<file path="src/rtl/cordic_pkg.sv">
package cordic_pkg;

   // pi/4 and 1/K as unsigned fixed-point constants
   localparam longint unsigned PI4_Q60  = 64'd905502432259640374;
   localparam longint unsigned KINV_Q30 = 64'd652032875;

   typedef enum logic [1:0] {
      ST_IDLE   = 2'd0,
      ST_ROTATE = 2'd1,
      ST_EMIT   = 2'd2
   } cordic_state_e;

   // arctan(2^-i) scaled by 2^60, series expansion for i >= 1
   function automatic longint unsigned atan_q60(input int i);
      longint unsigned acc;
      longint unsigned term;
      int e;
      acc = 64'd0;
      if (i == 0) return PI4_Q60;
      for (int k = 0; k < 32; k++) begin
         e = 60 - (2 * k + 1) * i;
         if (e >= 0) begin
            term = (64'd1 << e) / 64'(2 * k + 1);
            if (k % 2 == 0) acc = acc + term;
            else            acc = acc - term;
         end
      end
      return acc;
   endfunction

   // rescale a 2^60 constant to 'frac' fractional bits with rounding
   function automatic longint unsigned q60_to(input longint unsigned v, input int frac);
      return (v + (64'd1 << (59 - frac))) >> (60 - frac);
   endfunction

   // reciprocal CORDIC gain at 'frac' fractional bits
   function automatic longint unsigned kinv_fix(input int frac);
      if (frac >= 30) return KINV_Q30 << (frac - 30);
      return (KINV_Q30 + (64'd1 << (29 - frac))) >> (30 - frac);
   endfunction

endpackage

</file>
<file path="src/rtl/cordic_atan_rom.sv">
module cordic_atan_rom #(
   parameter int ITER = 16,
   parameter int DW   = 18,
   parameter int FA   = 15,
   localparam int IDXW = (ITER > 1) ? $clog2(ITER) : 1
) (
   input  logic [IDXW-1:0]       idx_i,
   output logic signed [DW-1:0]  atan_o
);

   logic signed [DW-1:0] step_tbl [ITER];

   for (genvar g = 0; g < ITER; g++) begin : g_step
      assign step_tbl[g] = DW'(cordic_pkg::q60_to(cordic_pkg::atan_q60(g), FA));
   end

   assign atan_o = step_tbl[idx_i];

endmodule

</file>
<file path="src/rtl/cordic_fold.sv">
module cordic_fold #(
   parameter int W       = 16,
   parameter int DW      = 18,
   parameter int FA      = 15,
   parameter bit FOLD_EN = 1'b1
) (
   input  logic signed [W-1:0]   angle_i,
   output logic signed [DW-1:0]  z_o,
   output logic                  flip_o
);

   localparam logic signed [DW-1:0] HALF_PI_C =
      DW'(cordic_pkg::q60_to(cordic_pkg::PI4_Q60 * 64'd2, FA));
   localparam logic signed [DW-1:0] FULL_PI_C =
      DW'(cordic_pkg::q60_to(cordic_pkg::PI4_Q60 * 64'd4, FA));

   logic signed [DW-1:0] z_wide;

   always_comb begin
      z_wide = DW'(angle_i);
      z_wide = z_wide <<< (DW - W);
   end

   if (FOLD_EN) begin : g_fold
      always_comb begin
         if (z_wide > HALF_PI_C) begin
            z_o    = z_wide - FULL_PI_C;
            flip_o = 1'b1;
         end else if (z_wide < -HALF_PI_C) begin
            z_o    = z_wide + FULL_PI_C;
            flip_o = 1'b1;
         end else begin
            z_o    = z_wide;
            flip_o = 1'b0;
         end
      end
   end else begin : g_nofold
      assign z_o    = z_wide;
      assign flip_o = 1'b0;
   end

endmodule

</file>
<file path="src/rtl/cordic_ctrl.sv">
module cordic_ctrl #(
   parameter int ITER = 16,
   localparam int IDXW = (ITER > 1) ? $clog2(ITER) : 1
) (
   input  logic             clk,
   input  logic             rst_n,
   input  logic             start_i,
   output logic             load_o,
   output logic             step_o,
   output logic             emit_o,
   output logic             busy_o,
   output logic [IDXW-1:0]  idx_o
);

   import cordic_pkg::*;

   localparam logic [IDXW-1:0] LAST_IDX = IDXW'(ITER - 1);

   cordic_state_e   state_q, state_d;
   logic [IDXW-1:0] cnt_q, cnt_d;

   always_comb begin
      state_d = state_q;
      cnt_d   = cnt_q;
      load_o  = 1'b0;
      step_o  = 1'b0;
      emit_o  = 1'b0;
      unique case (state_q)
         ST_IDLE: begin
            if (start_i) begin
               load_o  = 1'b1;
               cnt_d   = '0;
               state_d = ST_ROTATE;
            end
         end
         ST_ROTATE: begin
            step_o = 1'b1;
            if (cnt_q == LAST_IDX) state_d = ST_EMIT;
            else                   cnt_d   = cnt_q + 1'b1;
         end
         ST_EMIT: begin
            emit_o  = 1'b1;
            state_d = ST_IDLE;
         end
         default: state_d = ST_IDLE;
      endcase
   end

   always_ff @(posedge clk or negedge rst_n) begin
      if (!rst_n) begin
         state_q <= ST_IDLE;
         cnt_q   <= '0;
      end else begin
         state_q <= state_d;
         cnt_q   <= cnt_d;
      end
   end

   assign busy_o = (state_q != ST_IDLE);
   assign idx_o  = cnt_q;

endmodule

</file>
<file path="src/rtl/cordic_rot_dp.sv">
module cordic_rot_dp #(
   parameter int ITER = 16,
   parameter int DW   = 18,
   parameter logic signed [DW-1:0] X_INIT = '0,
   localparam int IDXW = (ITER > 1) ? $clog2(ITER) : 1
) (
   input  logic                  clk,
   input  logic                  rst_n,
   input  logic                  load_i,
   input  logic                  step_i,
   input  logic signed [DW-1:0]  z_init_i,
   input  logic [IDXW-1:0]       idx_i,
   input  logic signed [DW-1:0]  atan_i,
   output logic signed [DW-1:0]  x_o,
   output logic signed [DW-1:0]  y_o
);

   logic signed [DW-1:0] x_q, y_q, z_q;
   logic signed [DW-1:0] x_sh, y_sh;
   logic signed [DW-1:0] x_nx, y_nx, z_nx;
   logic                 ccw;

   always_comb begin
      ccw  = ~z_q[DW-1];
      x_sh = x_q >>> idx_i;
      y_sh = y_q >>> idx_i;
      x_nx = ccw ? (x_q - y_sh)   : (x_q + y_sh);
      y_nx = ccw ? (y_q + x_sh)   : (y_q - x_sh);
      z_nx = ccw ? (z_q - atan_i) : (z_q + atan_i);
   end

   always_ff @(posedge clk or negedge rst_n) begin
      if (!rst_n) begin
         x_q <= '0;
         y_q <= '0;
         z_q <= '0;
      end else if (load_i) begin
         x_q <= X_INIT;
         y_q <= '0;
         z_q <= z_init_i;
      end else if (step_i) begin
         x_q <= x_nx;
         y_q <= y_nx;
         z_q <= z_nx;
      end
   end

   assign x_o = x_q;
   assign y_o = y_q;

endmodule

</file>
<file path="src/rtl/cordic_sincos.sv">
module cordic_sincos #(
   parameter int W         = 16,
   parameter int GUARD     = 2,
   parameter bit FOLD_EN   = 1'b1,
   parameter bit ROUND_OUT = 1'b1
) (
   input  logic          clk,
   input  logic          rst_n,
   input  logic          start,
   input  logic [W-1:0]  angle_in,
   output logic          done,
   output logic [W-1:0]  cos_out,
   output logic [W-1:0]  sin_out
);

   localparam int ITER   = W;
   localparam int DW     = W + GUARD;
   localparam int FA     = W - 3 + GUARD;
   localparam int FO     = W - 2 + GUARD;
   localparam int IDXW   = (ITER > 1) ? $clog2(ITER) : 1;
   localparam int RND_SH = (GUARD > 0) ? GUARD - 1 : 0;
   localparam logic signed [DW-1:0] RND_C  = DW'(1) <<< RND_SH;
   localparam logic signed [DW-1:0] KINV_C = DW'(cordic_pkg::kinv_fix(FO));

   if (W < 8 || W > 32) begin : g_bad_width
      $error("cordic_sincos: W must lie in 8..32");
   end
   if (GUARD < 0 || GUARD > 8) begin : g_bad_guard
      $error("cordic_sincos: GUARD must lie in 0..8");
   end

   logic                  load, step, emit, busy;
   logic [IDXW-1:0]       idx;
   logic signed [DW-1:0]  z_init, atan_step, x_res, y_res;
   logic                  flip_in, flip_q;
   logic signed [W-1:0]   x_nar, y_nar;

   cordic_ctrl #(.ITER(ITER)) u_ctrl (
      .clk     (clk),
      .rst_n   (rst_n),
      .start_i (start),
      .load_o  (load),
      .step_o  (step),
      .emit_o  (emit),
      .busy_o  (busy),
      .idx_o   (idx)
   );

   cordic_fold #(.W(W), .DW(DW), .FA(FA), .FOLD_EN(FOLD_EN)) u_fold (
      .angle_i (angle_in),
      .z_o     (z_init),
      .flip_o  (flip_in)
   );

   cordic_atan_rom #(.ITER(ITER), .DW(DW), .FA(FA)) u_rom (
      .idx_i  (idx),
      .atan_o (atan_step)
   );

   cordic_rot_dp #(.ITER(ITER), .DW(DW), .X_INIT(KINV_C)) u_dp (
      .clk      (clk),
      .rst_n    (rst_n),
      .load_i   (load),
      .step_i   (step),
      .z_init_i (z_init),
      .idx_i    (idx),
      .atan_i   (atan_step),
      .x_o      (x_res),
      .y_o      (y_res)
   );

   always_ff @(posedge clk or negedge rst_n) begin
      if (!rst_n)    flip_q <= 1'b0;
      else if (load) flip_q <= flip_in;
   end

   if (GUARD == 0) begin : g_exact
      assign x_nar = W'(x_res);
      assign y_nar = W'(y_res);
   end else if (ROUND_OUT) begin : g_round
      assign x_nar = W'((x_res + RND_C) >>> GUARD);
      assign y_nar = W'((y_res + RND_C) >>> GUARD);
   end else begin : g_trunc
      assign x_nar = W'(x_res >>> GUARD);
      assign y_nar = W'(y_res >>> GUARD);
   end

   always_ff @(posedge clk or negedge rst_n) begin
      if (!rst_n) begin
         done    <= 1'b0;
         cos_out <= '0;
         sin_out <= '0;
      end else begin
         done <= emit;
         if (emit) begin
            cos_out <= flip_q ? -x_nar : x_nar;
            sin_out <= flip_q ? -y_nar : y_nar;
         end
      end
   end

endmodule

</file>
<file path="config.mk">
export PLATFORM = sky130hd
export DESIGN_NAME = cordic_sincos
export DESIGN_NICKNAME = d
export VERILOG_FILES = /design/src/rtl/cordic_pkg.sv /design/src/rtl/cordic_atan_rom.sv /design/src/rtl/cordic_fold.sv /design/src/rtl/cordic_ctrl.sv /design/src/rtl/cordic_rot_dp.sv /design/src/rtl/cordic_sincos.sv
export SDC_FILE = /design/constraint.sdc
export NUM_CORES = 1
export LEC_CHECK = 0
export ABC_AREA = 1
export ABC_CLOCK_PERIOD_IN_PS = 4400
export BUFFER_PORTS_ARGS = -buffer_cell sky130_fd_sc_hd__buf_4
export CAP_MARGIN = 0
export CORE_ASPECT_RATIO = 1.1
export CORE_MARGIN = 2
export CORE_UTILIZATION = 41
export DETAILED_ROUTE_END_ITERATION = 12
export PLACE_DENSITY = 0.56
export SYNTH_ARGS = -nofsm -noshare
export SYNTH_HDL_FRONTEND = slang
export SYNTH_SLANG_ARGS = --single-unit
</file>
<file path="constraint.sdc">
create_clock -name clk -period 4.4 [get_ports clk]
set_input_delay 0.88 -clock clk [delete_from_list [all_inputs] [get_ports clk]]
set_output_delay 0.88 -clock clk [all_outputs]
set_load 0.01 [all_outputs]
</file>
# Yosys cells after proc, flatten, opt, wreduce, memory -nomap -nowiden
# Memories as Yosys holds them, arrays and structs flattened.
# Cells that the tools add are included.
# classes
add_sub_neg,13
n_lt_le_gt_ge,3
eq_ne,6
n_shift,2
mux,27
bitwise,1
n_reduce_logical,5
# op_table
op,n
$mux W18,13
$add A18 B18 Y18,3
$sub A18 B18 Y18,3
$add A18 B3 Y18 const B,2
$sshr A18 B4 Y18,2
$mux W16,2
$neg A16 Y16,2
$add A18 B18 Y18 const B,1
$gt A18 B17 Y1 const B,1
$lt A18 B17 Y1 const B,1
$sub A18 B18 Y18 const B,1
$mux W4,2
$pmux W4 S2,1
$mux W1,6
$ge A5 B5 Y1 const B,1
$not A4 Y5,1
$add A4 B1 Y4 const B,1
$eq A4 B4 Y1 const B,1
$mux W2,2
$ne A2 B2 Y1 const B,2
$pmux W2 S2,1
$reduce_bool A2 Y1,2
$reduce_and A3 Y1,1
$eq A2 B1 Y1 const B,1
4 further kinds,4
# totals
regBits,94
rom_bits,288
in_bits,19
out_inout_bits,33
word_cells,67
n_memories,1
# mem_list
memory,words,word_bits,read_ports,rd_clocked_by_memory_dff,write_ports,line_no,text
(no name shown),16,18,1,0,0,cordic_atan_rom.sv:17,assign atan_o = step_tbl[idx_i];

# Depth between registers and ports, before layout
# depth
ltp_word,8
depth_mapped,30
ltp_nobuf,30

# By module
# A second synthesis with hierarchy kept.
# unflattened
hier_cells,1977
hier_area_um2,12209.2
# by_module_without_submodules
mod,instances,cells_each,area_each_um2,seq_area_each_um2
cordic_rot_dp,1,1166,7430.9,1351.3
cordic_sincos,1,480,2987.9,850.8
cordic_fold,1,230,1086.0,0.0
cordic_atan_rom,1,62,382.9,0.0
cordic_ctrl,1,39,321.6,150.1

# Worst setup path after synthesis
# No wires, ideal clock.
# synth_timing
kind,reg2reg
start,reg u_ctrl.cnt_q[1] (netlist: u_ctrl.idx_o[1])
end,reg u_dp.z_q[15]
setup_ns,0.077
arrival_time_ns,3.649
required_time_ns,4.323
path_slack_ns,0.673
path_stages_with_launch,27
path_buffers,2
period_less_slack_ns,3.727
path_cell_list,dfrtp_1 -> buf_2 -> inv_2 -> buf_2 -> ha_1 -> inv_1 -> nand2_1 -> nand2_1 -> inv_1 -> nand2_1 -> inv_1 -> ha_1 -> nand4_1 -> nor3_1 -> nand3_1 -> nand2_1 -> xor2_1 -> ha_1 -> a21oi_1 -> o21ai_0 -> a21oi_1 -> nand2_1 -> a21oi_1 -> o21ai_0 -> a21oi_1 -> o21ai_0 -> a21oi_1
# synth_via
elab_chain_len,8
word_cells_on_any_way,9
classes_between,add/sub: 2; mux: 5; bitwise: 1; memory: 1
# synth_lines
item,line_no,text
start: declaration,cordic_ctrl.sv:20,"logic [IDXW-1:0] cnt_q, cnt_d;"
start signal: assignment,cordic_ctrl.sv:55,cnt_q <= cnt_d;
$not A4 Y5 (not written as such) (*),cordic_atan_rom.sv:17,
$mem_v2 Z16 W18 (*),--,
$mux W18 (not written as such) (*) (2 in series),cordic_atan_rom.sv:17,
$sub A18 B18 Y18 or $add A18 B18 Y18 (tied branches),cordic_rot_dp.sv:29,z_nx = ccw ? (z_q - atan_i) : (z_q + atan_i);
$mux W18 (*),cordic_rot_dp.sv:29,
$mux W18 (*),cordic_rot_dp.sv:41,end else if (step_i) begin
$mux W18 (*),cordic_rot_dp.sv:37,end else if (load_i) begin
end signal: assignment,cordic_rot_dp.sv:40,z_q <= z_init_i;
end signal: assignment,cordic_rot_dp.sv:44,z_q <= z_nx;
end: declaration,cordic_rot_dp.sv:18,"logic signed [DW-1:0] x_q, y_q, z_q;"
# Every way passes the cells marked *; elsewhere a longest branch is shown, timed or not. The select of a mux whose other input is x is not followed.
# A chain may end at the register's enable or synchronous reset.

# Worst setup path in the final report
# layout_timing
start,reg u_ctrl.cnt_q[0] (netlist: u_ctrl.idx_o[0])
end,reg u_dp.z_q[15]
# The elaborated chain is that of the path after synthesis.

==> metrics.yaml <==
run_status:
  status: "finished clean"
worst_hold_path:
  hp-class: "reg -> reg"
  min_from: "sin_out[13]$_DFFE_PN0P_"
  worstHoldEndpoint: "sin_out[13]$_DFFE_PN0P_"
  hold_path_depth: 2
logic_synthesis:
  ys_seq_area_frac: 0.214
  yosysWarnings: 0
  synth_fp_nets: 1886
  synth.avg_cell_area_um2: 6.12
  synth_edf_count: 0
  synth_cell_types: 49
  synthArstFlopShare: 1.00
  synthesis.area_um2: 11000
  synth_top_area_share: 0.214
  ys_seq_elements: 94
  synthFlopType: "dfrtp_1"
  synthTopCellsByArea: "dfrtp_1 21%, nand2_1 19%, nand3_1 9.2%, ha_1 7.9%, xor2_1 6.7%"
  syn-instance-count: 1795
  synth_top_area_cell: "dfrtp_1"
critical_path:
  cp-start-kind: "flop"
  max_stage_delay_ps: 440
  reg2reg_to: "u_dp.z_q[15]$_DFFE_PN0P_"
  r2r_cells: 25
  worst_ep_arrival_time_ps: 4320
  crit_top_cell: "nand2_1"
  reg2reg_from: "u_ctrl.idx_o[0]$_DFFE_PN0P_"
  path_class: "reg -> reg"
  cpMaxStageDelayCell: "dfrtp_2"
  worstSetupEndpointType: "flop"
  crit_fanout: 27
  cp.required_ps: 4690
  rrSetupSlack_ps: 370
sta:
  finalHoldViolCount: 0
  finalCritPeriodShare: 0.916
  period_minus_slack_ps: 4030
  drv_slew: 0
  setup_violations: 0
  rsz0062_at_grt: "true"
  hold_ws_ps: 486
  relSlewSlack: 0.244
  clock.fmax_mhz: 248
  worstMarginPinSlew_ps: 1130
  fin_skew_ps: 10.7
  worst_slack_ps: 371
global_routing:
  grt_pass1_wl_mm: 59.8
  overflow: 0
  grt_usage: 0.267
  grt_pass1_vias: 11400
  antenna_found_initial: 0
  grt_max_degree: 52
detailed_routing:
  wl_per_cell_um: 17.0
  ant_nets: 0
  drcViolationCount: 0
  vias: 11700
  avgViaCountPerCell: 5.35
  wl_mm: 37.2
  first_pass_iters: 6
  drtIter0Drc: 847
floorplan:
  die_width_um: 160
  ios: 52
  row_count: 62
  core_area_um2: 26200
  floorplan.initialDensity: 0.419
  die_y_um: 176
  die_area_um2: 28100
clock_network:
  clockRootBuffer: "clkbuf_16"
  htree_levels: 3
  clock_latency_ps: 360
  clkTransAtPathRegs_ps: 80
  cts_hold_buf: 0
  cts_buffers: 9
  tritoncts: "done"
  cts.path.max_buffers: 2
  clkSinkCount: 94
place:
  gp_congestion: 0.954
  place_ws_ps: 143
  io_buffers: 51
  dp.cells: 2175
  dp_hpwl_mm: 29.6
layout:
  antenna_cells: 0
  drive_gt1_frac: 0.0875
  utilization: 0.466
  fin_nets: 1927
  area_delta_synth_final_pct: 11.4
  layout.cells.non_filler: 2193
job:
  maxCapViolCount: 0
## cell usage after synthesis (5+ instances only)
cell      instances
a21o_1            6
a21oi_1         102
a21oi_2           5
a31oi_1           9
buf_2            18
buf_4             5
clkbuf_1         30
dfrtp_1          94
ha_1             69
inv_1           188
inv_2             8
nand2_1         555
nand3_1         202
nand3b_1          6
nand4_1          21
nor2_1          137
nor3_1           16
nor4_1            5
o211ai_1          9
o21ai_0         116
o21ai_1           8
o22ai_1          22
o31ai_1           7
or2_2            13
xnor2_1          18
xor2_1           84
## what timing repair did
| action | CTS | global route |
|---|---|---|
| setup buffers | 0 | 2 |
| setup endpoints to repair | 0 | 18 |
| gates resized for setup | 0 | 26 |
## critical path, delay by kind of cell, from the launching register on
family	cells	cell delay (ps)
simple gates	8	1100
compound gates	8	1080
fa+ha+maj	3	670
buf+inv	5	500
flops	1	440
xor+xnor	1	160
## stage by stage
| stage | setup TNS, ps | cell area [µm²] |
|---|---|---|
| final | 0 | 12200 |
| after global routing | -30.9 | 12200 |
| after CTS | 0 | 12100 |
| after detailed placement | 0 | 11800 |
| after global placement | 0 | 11800 |
| after floorplan | 0 | 11000 |
## registers in the layout, indices dropped and copies added, names as in the netlist
| register | count |
|---|---|
| u_dp.x_o | 18 |
| flip_q | 1 |
| u_ctrl.idx_o | 4 |
| u_ctrl.state_q | 2 |
| done | 1 |
| sin_out | 16 |
| u_dp.z_q | 18 |
| u_dp.y_o | 18 |
| cos_out | 16 |
## layer usage
metal,vias to the layer above,routed length [µm],track usage
li1,5985,-,-
met1,5443,15800,0.321
met2,251,19000,0.498
met3,58,1150,0.0283
met4,0,1170,0.0875
met5,-,0,0
## kinds of logic after synthesis
kind of cell / Yosys count / synth area share
adder cells (fa/ha/maj): 72 / 0.0841
flip-flops: 94 / 0.214
buffers and inverters: 258 / 0.0941
AND/OR/NAND/NOR: 964 / 0.370
AO/OA/AOI/OAI: 304 / 0.155
XOR/XNOR: 103 / 0.0828
## how the worst max path moves through the flow
stage                                      from                        to  slack, ps  depth (start not counted)
floorplan           u_ctrl.idx_o[1]$_DFFE_PN0P_  u_dp.z_q[15]$_DFFE_PN0P_        670                         26
global placement    u_ctrl.idx_o[1]$_DFFE_PN0P_  u_dp.y_o[17]$_DFFE_PN0P_        200                         24
detailed placement  u_ctrl.idx_o[1]$_DFFE_PN0P_  u_dp.y_o[17]$_DFFE_PN0P_        140                         24
CTS                 u_ctrl.idx_o[1]$_DFFE_PN0P_  u_dp.y_o[17]$_DFFE_PN0P_        110                         24
global route        u_ctrl.idx_o[0]$_DFFE_PN0P_  u_dp.z_q[17]$_DFFE_PN0P_        -30                         26
finish              u_ctrl.idx_o[0]$_DFFE_PN0P_  u_dp.z_q[15]$_DFFE_PN0P_        370                         25
## layout by cell type, fill, tap and decap left out, types with 7 or more instances in the layout
cell,n
clkbuf_16,9
or2_2,13
nand4_1,21
ha_1,68
xor2_1,82
xnor2_1,18
o21ai_1,9
inv_1,188
nand2_1,554
buf_4,86
o211ai_1,9
nor2_1,134
a21oi_1,100
o31ai_1,7
o21ai_0,114
o22ai_1,22
a31oi_1,9
a21oi_2,7
dfrtp_1,92
nand3_1,202
nor3_1,13
## area by class of cell
cell class / count / area [µm²]
flip-flops and latches: 94 / 2350
fillers: 2927 / 14000
multi-input cells: 1443 / 7670
clock inverters: 7 / 75.1
inverters: 198 / 751
clock buffers: 9 / 225
well taps: 352 / 440
repair buffers: 90 / 712
Power is left out: the tool's default activity adds up to more than one toggle a clock period on the data nets, which glitch-free logic cannot reach.
